File: src/rtl/subctl_pkg.sv
package subctl_pkg;

   // Control value bit positions (a neighbour decodes these)
   localparam int CTL_RUN_BIT = 0;
   localparam int CTL_BRQ_BIT = 1;

   typedef logic [1:0] ctl_val_t;

   localparam ctl_val_t CTL_POWERON = 2'b10;
   localparam ctl_val_t CTL_RUN_FREE = 2'b01;

   // Apply the hold-implies-bus rule to a raw control write
   function automatic ctl_val_t ctl_normalise(input logic [1:0] raw);
      ctl_val_t v;
      v = raw;
      if (!v[CTL_RUN_BIT])
         v[CTL_BRQ_BIT] = 1'b1;
      return v;
   endfunction

endpackage

File: src/rtl/subctl_runctl.sv
module subctl_runctl
   import subctl_pkg::*;
#(
   parameter bit PULSE_REGISTERED = 1'b1
) (
   input  logic     clk,
   input  logic     rst_n,
   input  logic     wr_en,
   input  logic [1:0] wr_val,
   output ctl_val_t ctl_q,
   output logic     restart_o
);

   ctl_val_t req_val;
   logic     changes;
   logic     pend_q;
   logic     fire;

   always_comb begin
      req_val = ctl_normalise(wr_val);
      changes = wr_en && (req_val != ctl_q);
      fire    = changes && (req_val == CTL_RUN_FREE) && pend_q;
   end

   always_ff @(posedge clk or negedge rst_n) begin
      if (!rst_n) begin
         ctl_q  <= CTL_POWERON;
         pend_q <= 1'b1;
      end else if (changes) begin
         ctl_q <= req_val;
         if (!req_val[CTL_RUN_BIT])
            pend_q <= 1'b1;
         else if (fire)
            pend_q <= 1'b0;
      end
   end

   generate
      if (PULSE_REGISTERED) begin : g_pulse_reg
         logic pulse_q;
         always_ff @(posedge clk or negedge rst_n) begin
            if (!rst_n)
               pulse_q <= 1'b0;
            else
               pulse_q <= fire;
         end
         assign restart_o = pulse_q;
      end else begin : g_pulse_comb
         assign restart_o = fire;
      end
   endgenerate

endmodule

File: src/rtl/subctl_window.sv
module subctl_window #(
   parameter int ADDR_W   = 24,
   parameter int BANK_W   = 2,
   parameter int WIN_LOG2 = 17,
   parameter logic [ADDR_W-1:0] WIN_BASE = 24'h020000
) (
   input  logic                       clk,
   input  logic                       rst_n,
   input  logic                       mode_wr,
   input  logic [BANK_W-1:0]          mode_bank,
   input  logic                       brq,
   input  logic [ADDR_W-1:0]          mem_addr,
   output logic                       win_en,
   output logic [BANK_W-1:0]          win_bank,
   output logic                       win_hit,
   output logic [BANK_W+WIN_LOG2-1:0] win_ram_addr
);

   localparam int TAG_W = ADDR_W - WIN_LOG2;
   localparam logic [TAG_W-1:0] BASE_TAG = WIN_BASE[ADDR_W-1:WIN_LOG2];

   generate
      if (WIN_LOG2 >= ADDR_W || WIN_LOG2 < 1) begin : g_bad_log2
         $error("subctl_window: WIN_LOG2 out of range");
      end
      if (WIN_BASE[WIN_LOG2-1:0] != '0) begin : g_bad_base
         $error("subctl_window: WIN_BASE not aligned to window size");
      end
   endgenerate

   logic [BANK_W-1:0] bank_q;

   always_ff @(posedge clk or negedge rst_n) begin
      if (!rst_n)
         bank_q <= '0;
      else if (mode_wr)
         bank_q <= mode_bank;
   end

   logic in_range;

   always_comb begin
      in_range     = (mem_addr[ADDR_W-1:WIN_LOG2] == BASE_TAG);
      win_en       = brq;
      win_bank     = bank_q;
      win_hit      = brq && in_range;
      win_ram_addr = {bank_q, mem_addr[WIN_LOG2-1:0]};
   end

endmodule

File: src/rtl/subctl_wpfilter.sv
module subctl_wpfilter #(
   parameter int ADDR_W   = 24,
   parameter int WP_W     = 8,
   parameter int WP_SHIFT = 9,
   parameter logic [ADDR_W-1:0] PROT_LIMIT = 24'h020000,
   parameter bit WP_ENABLE = 1'b1
) (
   input  logic              clk,
   input  logic              rst_n,
   input  logic              cfg_wr,
   input  logic [WP_W-1:0]   cfg_val,
   input  logic              req,
   input  logic [ADDR_W-1:0] addr,
   output logic [WP_W-1:0]   wp_q,
   output logic              pass
);

   generate
      if (WP_W + WP_SHIFT > ADDR_W) begin : g_bad_width
         $error("subctl_wpfilter: protect bound wider than address");
      end
   endgenerate

   always_ff @(posedge clk or negedge rst_n) begin
      if (!rst_n)
         wp_q <= '0;
      else if (cfg_wr)
         wp_q <= cfg_val;
   end

   generate
      if (WP_ENABLE) begin : g_filter
         logic [ADDR_W-1:0] bound;
         logic              blocked;
         always_comb begin
            bound   = ADDR_W'(wp_q) << WP_SHIFT;
            blocked = (addr < PROT_LIMIT) && (addr < bound);
            pass    = req && !blocked;
         end
      end else begin : g_open
         assign pass = req;
      end
   endgenerate

endmodule

File: src/rtl/subproc_ctl.sv
module subproc_ctl
   import subctl_pkg::*;
#(
   parameter int ADDR_W   = 24,
   parameter int BANK_W   = 2,
   parameter int WIN_LOG2 = 17,
   parameter int WP_W     = 8,
   parameter int WP_SHIFT = 9,
   parameter int MASK_BIT = 2,
   parameter logic [ADDR_W-1:0] WIN_BASE   = 24'h020000,
   parameter logic [ADDR_W-1:0] PROT_LIMIT = 24'h020000,
   localparam int RAM_AW = BANK_W + WIN_LOG2
) (
   input  logic              clk,
   input  logic              rst_n,
   input  logic              host_wr,
   input  logic              host_sel,
   input  logic [7:0]        host_wdata,
   input  logic              host_rd_sel,
   output logic [15:0]       host_rdata,
   input  logic [ADDR_W-1:0] host_mem_addr,
   input  logic              sub_cfg_wr,
   input  logic              sub_cfg_sel,
   input  logic [WP_W-1:0]   sub_cfg_wdata,
   input  logic              sub_wr_req,
   input  logic [ADDR_W-1:0] sub_wr_addr,
   output logic              sub_wr_pass,
   output logic              sub_reset,
   output logic              sub_restart,
   output logic              win_en,
   output logic [BANK_W-1:0] win_bank,
   output logic              win_hit,
   output logic [RAM_AW-1:0] win_ram_addr
);

   generate
      if (BANK_W > 6) begin : g_bad_bank
         $error("subproc_ctl: bank field must fit above bit 1 of the mode byte");
      end
      if (MASK_BIT >= WP_W) begin : g_bad_mask
         $error("subproc_ctl: MASK_BIT outside configuration byte");
      end
   endgenerate

   ctl_val_t          ctl_cur;
   logic [WP_W-1:0]   wp_cur;
   logic              irq_mask_q;
   logic [3:0]        unused_hostbits;

   assign unused_hostbits = host_wdata[5:2];

   subctl_runctl #(
      .PULSE_REGISTERED(1'b1)
   ) u_run (
      .clk      (clk),
      .rst_n    (rst_n),
      .wr_en    (host_wr && !host_sel),
      .wr_val   (host_wdata[1:0]),
      .ctl_q    (ctl_cur),
      .restart_o(sub_restart)
   );

   subctl_window #(
      .ADDR_W  (ADDR_W),
      .BANK_W  (BANK_W),
      .WIN_LOG2(WIN_LOG2),
      .WIN_BASE(WIN_BASE)
   ) u_win (
      .clk         (clk),
      .rst_n       (rst_n),
      .mode_wr     (host_wr && host_sel),
      .mode_bank   (host_wdata[7 -: BANK_W]),
      .brq         (ctl_cur[CTL_BRQ_BIT]),
      .mem_addr    (host_mem_addr),
      .win_en      (win_en),
      .win_bank    (win_bank),
      .win_hit     (win_hit),
      .win_ram_addr(win_ram_addr)
   );

   subctl_wpfilter #(
      .ADDR_W    (ADDR_W),
      .WP_W      (WP_W),
      .WP_SHIFT  (WP_SHIFT),
      .PROT_LIMIT(PROT_LIMIT),
      .WP_ENABLE (1'b1)
   ) u_wp (
      .clk    (clk),
      .rst_n  (rst_n),
      .cfg_wr (sub_cfg_wr && !sub_cfg_sel),
      .cfg_val(sub_cfg_wdata),
      .req    (sub_wr_req),
      .addr   (sub_wr_addr),
      .wp_q   (wp_cur),
      .pass   (sub_wr_pass)
   );

   always_ff @(posedge clk or negedge rst_n) begin
      if (!rst_n)
         irq_mask_q <= 1'b0;
      else if (sub_cfg_wr && sub_cfg_sel)
         irq_mask_q <= sub_cfg_wdata[MASK_BIT];
   end

   always_comb begin
      sub_reset  = !ctl_cur[CTL_RUN_BIT];
      host_rdata = '0;
      if (!host_rd_sel) begin
         host_rdata[15]  = irq_mask_q;
         host_rdata[1:0] = ctl_cur;
      end else begin
         host_rdata[7 -: BANK_W] = win_bank;
      end
   end

endmodule

File: config.mk
export PLATFORM = sky130hd
export DESIGN_NAME = subproc_ctl
export DESIGN_NICKNAME = d
export VERILOG_FILES = /design/src/rtl/subctl_pkg.sv /design/src/rtl/subctl_runctl.sv /design/src/rtl/subctl_window.sv /design/src/rtl/subctl_wpfilter.sv /design/src/rtl/subproc_ctl.sv
export SDC_FILE = /design/constraint.sdc
export NUM_CORES = 1
export LEC_CHECK = 0
export BUFFER_PORTS_ARGS = -buffer_cell sky130_fd_sc_hd__clkbuf_2
export CORE_ASPECT_RATIO = 1.5
export CORE_MARGIN = 2
export CORE_UTILIZATION = 35
export CTS_CLUSTER_DIAMETER = 60
export DETAILED_ROUTE_END_ITERATION = 6
export GPL_ROUTABILITY_DRIVEN = 0
export PLACE_DENSITY = 0.8
export SLEW_MARGIN = 0
export SYNTH_ARGS = -nofsm -noshare
export SYNTH_HDL_FRONTEND = slang
export SYNTH_SLANG_ARGS = --single-unit
File: constraint.sdc
create_clock -name clk -period 1.4 [get_ports clk]
set_input_delay 0.14 -clock clk [delete_from_list [all_inputs] [get_ports clk]]
set_output_delay 0.14 -clock clk [all_outputs]
set_load 0.05 [all_outputs]
# After elaboration in Yosys (flattened, before gate mapping)
# Index checks and enable logic that the tools add are counted.
# Widths: inputs -> output; s select.
[op_classes]
n_lt_le_gt_ge = 2
eq_ne = 4
n_mux = 6
n_reduce_logical = 15
[op_table]
columns = ["cell", "n"]
rows = [
  ["$lt 24x17->1", 1],
  ["$lt 24x18->1 const B", 1],
  ["$logic_and 1x1->1", 10],
  ["$eq 7x1->1 const B", 1],
  ["$logic_not 1->1", 4],
  ["$mux 1", 4],
  ["$mux 2", 2],
  ["$eq 2x1->1 const B", 1],
  ["$ne 2x1->1 const B", 1],
  ["$ne 2x2->1", 1],
  ["$reduce_and 2->1", 1],
]
[word_totals]
ff_bits = 15
wordCells = 33

# Depth between registers and ports, before layout
# Gate-level depths: netlist of the first run.
[depth]
ltp_word = 7
mapped_depth = 6
depth_no_buf = 6

# Modules after synthesis
# From an unflattened synthesis of the first run, not the netlist that was laid out.
[unflattened]
hier_cells = 121
hier_area_um2 = 1091.0
[modules_own_cells]
columns = ["module", "n_inst", "cells_each", "area_per_inst_um2", "seq_area_each_um2"]
rows = [
  ["subctl_wpfilter", 1, 53, 493.0, 200.2],
  ["subctl_window", 1, 27, 245.2, 50.0],
  ["subproc_ctl", 1, 24, 183.9, 25.0],
  ["subctl_runctl", 1, 17, 168.9, 102.6],
]

# Worst setup path after synthesis of the first run
# Ideal clock, no wire load.
[synth_timing]
path_kind = "register to output"
from = "reg u_wp.wp_q[7]"
to = "out sub_wr_pass"
arrival_time_ps = 1963
setup_slack_ps = -703
stages_incl_launch_ff = 6
path_buffers = 0
cell_sequence = "dfrtp_1 inv_1 ha_1 and3_1 nand4_1 o21ai_0"
[synth_via]
elab_chain_cells = 4
[synth_rtl]
columns = ["element", "line", "rtl"]
rows = [
  ["from (decl)", "subctl_wpfilter.sv:14", "output logic [WP_W-1:0] wp_q,"],
  ["from (signal assigned)", "subctl_wpfilter.sv:28", "wp_q <= cfg_val;"],
  ["$lt 24x17->1", "subctl_wpfilter.sv:37", "blocked = (addr < PROT_LIMIT) && (addr < bound);"],
  ["$logic_and 1x1->1", "subctl_wpfilter.sv:37", ""],
  ["$logic_not 1->1", "subctl_wpfilter.sv:38", "pass = req && !blocked;"],
  ["$logic_and 1x1->1", "subctl_wpfilter.sv:38", ""],
  ["to (decl)", "subproc_ctl.sv:27", "output logic sub_wr_pass,"],
]
# No other way between the ends.

# Worst setup path after layout of the first run
[layout_timing]
from = "reg u_wp.wp_q[4]"
to = "out sub_wr_pass"
# The elaborated chain is that of the path after synthesis.

==> impl_metrics.toml, run 1 <==
[die]
die_w_um = 49.2
start_util_pct = 36.8
die_h_um = 71.8
row_count = 24
io_pins = 114
core_sq_um = 2910
die-area_sq_um = 3530

[finish]
drive_gt1_share_pct = 54.4
fin_nets = 238
antenna_cells = 0
fillers = 285
syn_to_final_growth_pct = 29.4

[sta]
clock_skew_ns = 0.000197
hold_viol = 0
fin_crit_sh_pct = 116
rsz0062_at_grt = "yes"
finalSetupViolations = 2
tns_ns = -0.245
max_freq_mhz = 618
hold_ws_ns = 0.102
fin_crit_ns = 1.62
slew_violations = 0
worst_slack_ns = -0.218

[cts]
clock_sink_count = 15
htree_levels = 1
cts_made_buffers = 3
clock_latency_ns = 0.24
cts_tree = "done"
clk_pin_slew_ns = 0.06
clockBufferDepth = 2
cts_root_buffer = "clkbuf_8"

[setup_path]
cp.required_ns = 1.26
worstRegToRegCells = 4
crit_path_max_fanout = 2
startpoint_type = "flop"
endpoint_kind = "output port"
arrival_ns = 1.48
path_class = "reg2out"

[power]
clkPwrFrac_pct = 23.8
seqPwrFrac_pct = 36.6
power.switching_mw = 0.546
power.density_nw_per_um2 = 1040
ir_worst_vdd_mv = 0.416
leakage_nw = 0.705
power.share.switching_pct = 38.0
p_int_mw = 0.891
p_comb_share_pct = 39.6

[grt]
met2_usage_pct = 21.8
overflow = 0
antenna_found_initial = 0
grt_pass1_vias = 872
track_usage_pct = 12.5
grt_max_degree = 16
grt_pass1_wl_um = 3430
use_met3_pct = 5.21
met1_usage_pct = 12.5
top_usage_layer = "met2"

[hold_path]
whs_path_depth = 3
hold_path_class = "in2reg"

[routing]
ant_nets = 0
vias_per_cell = 4.53
drc = 0
drt_iter0_drc = 11
routedWlPerCell_um = 10.7
wl_um = 2100
via_count = 892
drt_pre_antenna_iters = 2

[synth]
synth_top_family_by_area = "buffers and inverters"
syn_avg_cell_area_sq_um = 9.15
synth_common_cells = "buf_4, dfrtp_1, nand2_1, inv_1, o21ai_0"
synthFlopType = "dfrtp_1"
yosys.area_share.adder_pct = 8.18
muxShareOfSynthArea_pct = 5.26
ys_seq_area_share_pct = 35.3
synth_area_sq_um = 1070
synthCells = 117
synth_edf_count = 0
synth.most_common_cell = "buf_4"
synthXorXnorAreaFrac_pct = 0
synth_warnings = 0
ys_seq_elements = 15
synth_cell_type_count = 29
synth_compound_area_share_pct = 10.3
yosysTopAreaCellShare_pct = 30.4
synth_top_cell_by_area = "dfrtp_1"
yosys.area_share.simple_pct = 15.7
async_flop_share_pct = 100
synth_area_leaders = "dfrtp_1, buf_4, ha_1"

[job]
maxCapViolCount = 0

[placed_design]
hpwl_um = 1700
io_buffer_count = 55

[outcome]
run_status = "finished, violations left"
violations = "setup timing"
sequential cells by signal, indices dropped and copies added (netlist names):
| register | flops |
|---|---|
| irq_mask_q | 1 |
| u_run.ctl_q | 2 |
| u_run.pend_q | 1 |
| u_run.restart_o | 1 |
| u_win.win_bank | 2 |
| u_wp.wp_q | 8 |
worst max-delay path, stage by stage (launching register included):
cell	delay, ns
dfrtp_1	0.37
inv_2	0.07
ha_4	0.20
a21oi_2	0.11
o211ai_1	0.09
o21ai_1	0.15
o21ai_2	0.08
buf_8	0.15
power by group through the flow:
stage | clock network (mW) | registers, mW | logic, mW
5_1_grt | 0.369 | 0.532 | 0.619
2_1_floorplan | 0 | 0.567 | 0.493
3_3_place_gp | 0 | 0.528 | 0.501
3_5_place_dp | 0 | 0.530 | 0.509
4_1_cts | 0.359 | 0.525 | 0.570
6_report | 0.343 | 0.525 | 0.569
per-layer routing:
metal	vias to the layer above	part of all wire, %
met4	0	0.67
met5	-	0
met3	4	13
li1	429	-
met2	67	48
met1	392	38
logic make-up (layout without fill, tap and decap cells):
family                     Yosys count  after routing
other                                1             11
adders and majority gates            7              7
AOI/OAI and AO/OA                   19             19
muxes                                5              5
DFF                                 15             15
and+or+nand+nor                     29             29
buffers and inverters               41             72
worst paths after layout:
| path | start | to | slack, ns |
|---|---|---|---|
| worst min-delay path | sub_cfg_wdata[6] | u_wp.wp_q[6] | 0.10 |
| worst min register to register | irq_mask_q | irq_mask_q | 0.49 |
| worst max register to register | u_run.ctl_q[1] | u_run.pend_q | 0.29 |
| min in group asynchronous | rst_n | u_run.restart_o | 0.34 |
| max in group asynchronous | rst_n | u_run.pend_q | 0.75 |
| worst max-delay path | u_wp.wp_q[4] | sub_wr_pass | -0.22 |
placed cells by master (no fill, tap or decap), types with 2 or more instances in the layout:
cell | netlist | routed
inv_2 | 0 | 4
o21ai_0 | 10 | 8
ha_1 | 7 | 2
mux2_2 | 5 | 5
nor2_2 | 0 | 2
buf_4 | 30 | 2
nand2_1 | 11 | 11
clkbuf_2 | 0 | 53
nor4_1 | 2 | 2
and2_1 | 2 | 2
clkbuf_8 | 0 | 4
inv_1 | 10 | 5
dfstp_2 | 2 | 2
ha_4 | 0 | 5
a21oi_2 | 0 | 2
nand2b_1 | 2 | 2
conb_1 | 1 | 11
dfrtp_1 | 13 | 13
a21oi_1 | 4 | 2
final cells by class:
cell class              count  area (sq um)  share of cell area, %
flip-flops and latches     15           378                   27.3
clock buffers               4          45.0                   3.25
repair buffers             58           319                   23.0
inverters                  10          40.0                   2.89
multi-input cells          71           556                   40.1
well taps                  39          48.8                   3.52
what timing repair did:
action,4_1_cts,5_1_grt
endpoints found under the hold margin,13,0
pin swaps,7,0
hold buffers,1,0
gates resized for setup,18,1
setup buffers,1,0
endpoints found under the setup margin,2,2
stage by stage:
| step | total power, mW | cells | instance area (sq um) | util [%] | setup WS, ns |
|---|---|---|---|---|---|
| 2_1_floorplan | 1.06 | 127 | 1130 | - | -0.201 |
| 3_3_place_gp | 1.03 | 191 | 1230 | 42.1 | -0.126 |
| 3_5_place_dp | 1.04 | 191 | 1230 | 42.1 | -0.176 |
| 4_1_cts | 1.45 | 197 | 1390 | 47.6 | -0.232 |
| 5_1_grt | 1.52 | 197 | 1390 | 47.6 | -0.337 |
| 6_report | 1.44 | 197 | 1390 | 47.6 | -0.218 |
(Power assumes the default switching activity.)
==> run 2: changes to the inputs <==
--- a/config.mk
+++ b/config.mk
@@ -5,15 +5,16 @@
 export SDC_FILE = /design/constraint.sdc
 export NUM_CORES = 1
 export LEC_CHECK = 0
+export ABC_AREA = 1
 export BUFFER_PORTS_ARGS = -buffer_cell sky130_fd_sc_hd__clkbuf_2
 export CORE_ASPECT_RATIO = 1.5
 export CORE_MARGIN = 2
-export CORE_UTILIZATION = 35
+export CORE_UTILIZATION = 36
 export CTS_CLUSTER_DIAMETER = 60
 export DETAILED_ROUTE_END_ITERATION = 6
 export GPL_ROUTABILITY_DRIVEN = 0
 export PLACE_DENSITY = 0.8
-export SLEW_MARGIN = 0
+export SLEW_MARGIN = 20
 export SYNTH_ARGS = -nofsm -noshare
 export SYNTH_HDL_FRONTEND = slang
 export SYNTH_SLANG_ARGS = --single-unit
==> run 2 against run 1 <==
Against the previous run: the run still ends with setup timing left; register-to-register slack got worse by 0.05 ns; clock power is 2% lower; synthesized cell count up 31%.
==> impl_metrics.toml, run 2 <==
[hold_path]
hold_path_class = "in2reg"
min_from = "sub_cfg_wr"

[cts]
cts_tree = "done"
clk_pin_slew_ns = 0.06
cts_root_buffer = "clkbuf_8"
htree_levels = 1
clock_sink_count = 15
cts_made_buffers = 3
clock_latency_ns = 0.24
clockBufferDepth = 2

[routing]
vias_per_cell = 4.14
drt_pre_antenna_iters = 2
drc = 0
wl_um = 2170
routedWlPerCell_um = 9.08
via_count = 990
ant_nets = 0
drt_iter0_drc = 9

[setup_path]
startpoint_type = "flop"
crit_start = "u_wp.wp_q[2]"
arrival_ns = 1.56
crit_path_max_fanout = 2
r2r-start = "u_run.ctl_q[1]"
endpoint_kind = "output port"
path_class = "reg2out"
cp.required_ns = 1.26
ff2ff_setup_slack_ns = 0.24

[synth]
synthFlopType = "dfrtp_1"
ys_seq_area_share_pct = 32.9
synth_warnings = 0
synth_cell_type_count = 21
yosysTopAreaCellShare_pct = 28.3
async_flop_share_pct = 100
synth_top_cell_by_area = "dfrtp_1"
synthCells = 153
synth.most_common_cell = "nand2_1"
synth_edf_count = 0
synth_area_sq_um = 1150
syn_avg_cell_area_sq_um = 7.52
ys_seq_elements = 15
synth_area_leaders = "dfrtp_1, buf_4, nand2_1"
synth_common_cells = "nand2_1, buf_4, inv_1, nor2_1, dfrtp_1"

[die]
die_h_um = 73.2
core_sq_um = 3100
row_count = 25
start_util_pct = 37.1
die-area_sq_um = 3670
die_w_um = 50.1
io_pins = 114

[power]
power.density_nw_per_um2 = 1100
power.switching_mw = 0.655
leakage_nw = 0.875
p_int_mw = 0.954
ir_worst_vdd_mv = 0.731
p_comb_share_pct = 44.8
power.share.switching_pct = 40.7
power_mw = 1.61
clkPwrFrac_pct = 20.9
seqPwrFrac_pct = 34.3

[finish]
fin_nets = 279
fin_util_pct = 47.4
layout.cells.most_common = "clkbuf_2"
syn_to_final_growth_pct = 27.6
fillers = 324
final_cell_mix = "clkbuf_2, nand2_1, inv_1, nor2_1, dfrtp_1"
layout.cells.non_filler = 239
largest_reg_flops = 8
register_area_sq_um = 378
regMostFlops = "u_wp.wp_q"
antenna_cells = 0
multi_input_area_sq_um = 531
drive_gt1_share_pct = 44.2
final_area_sq_um = 1470

[sta]
tns_ns = -0.297
rsz0062_at_grt = "yes"
max_freq_mhz = 589
hold_ws_ns = 0.121
worst_slack_ns = -0.297
slew_violations = 0
fin_crit_sh_pct = 121
finalSetupViolations = 1
hold_viol = 0
fin_crit_ns = 1.70
clock_skew_ns = 0.0000751

[job]
maxCapViolCount = 0

[grt]
grt_pass1_vias = 971
grt_max_degree = 16
grt_pass1_wl_um = 3710
overflow = 0
antenna_found_initial = 0
track_usage_pct = 13.1

[placed_design]
io_buffer_count = 55
place_area_sq_um = 1340
placedCellCount = 232
dp_slack_ns = -0.163
hpwl_um = 1790

[outcome]
violations = "setup timing"
run_status = "finished, violations left"
[run 2: cell count changes after synthesis, moves of 2 or more]
cell | previous run | this run
inv_2 | 0 | 3
nand2b_1 | 2 | 0
mux2_2 | 5 | 2
nand2_1 | 11 | 31
and2_1 | 2 | 0
a21oi_1 | 4 | 8
nor2_1 | 2 | 18
nand2_2 | 0 | 2
o21ai_1 | 0 | 3
a21oi_2 | 0 | 2
inv_1 | 10 | 23
o21ai_0 | 10 | 0
[run 2: final timing paths]
check / to / cells past startpoint
setup / recovery: sub_wr_pass / 11
max in group asynchronous: u_run.ctl_q[1] / 2
hold reg to reg: u_run.restart_o / 2
min in group asynchronous: u_run.restart_o / 2
setup reg to reg: u_run.ctl_q[1] / 7
hold / removal: irq_mask_q / 2
[run 2: cell type report]
type                            count  share of cell area [%]
Multi-Input combinational cell     91                    36.1
Sequential cell                    15                    25.7
Clock buffer                        4                    3.07
Inverter                           26                    6.65
Timing Repair Buffer               63                    25.0
Tap cell                           40                    3.41
[run 2: cell families (layout without fill, tap and decap cells)]
family | after synthesis | after routing | share of synthesized area [%]
other | 1 | 11 | 0.326
multiplexers | 3 | 3 | 2.94
AO/OA/AOI/OAI | 14 | 14 | 6.86
flip-flops | 15 | 15 | 32.9
buffers and inverters | 57 | 93 | 29.1
adder cells (fa/ha/maj) | 7 | 7 | 7.62
AND/OR/NAND/NOR | 56 | 56 | 20.3
[run 2: layer usage]
| layer | GRT usage (%) | vias to the layer above | wire length [um] |
|---|---|---|---|
| met4 | 7.72 | 0 | 63 |
| met1 | 12.2 | 412 | 716 |
| met2 | 24.6 | 52 | 1140 |
| li1 | - | 514 | - |
| met5 | 0 | - | 0 |
| met3 | 3.89 | 12 | 250 |
[run 2: worst max-delay path: stages, from the launching register on]
cell	delay, ns
dfrtp_1	0.35
inv_2	0.05
ha_4	0.27
nand2_2	0.04
inv_1	0.04
nand2_1	0.04
nand2_1	0.06
nand2_1	0.06
nand2_2	0.06
nand2_2	0.06
a21oi_4	0.13
buf_8	0.16
[run 2: power by group through the flow]
stage	clock network [mW]	logic [mW]	registers [mW]
2_1_floorplan	0	0.583	0.619
3_3_place_gp	0	0.650	0.557
3_5_place_dp	0	0.662	0.561
4_1_cts	0.358	0.704	0.549
5_1_grt	0.386	0.791	0.559
6_report	0.337	0.720	0.552
[run 2: timing repair]
item                                    in CTS  in global routing
endpoints found under the setup margin       2                  3
buffers inserted                             2                  0
hold buffers                                 1                  0
gates resized for setup                      8                  8
endpoints found under the hold margin       13                  0
pin swaps                                    1                  0
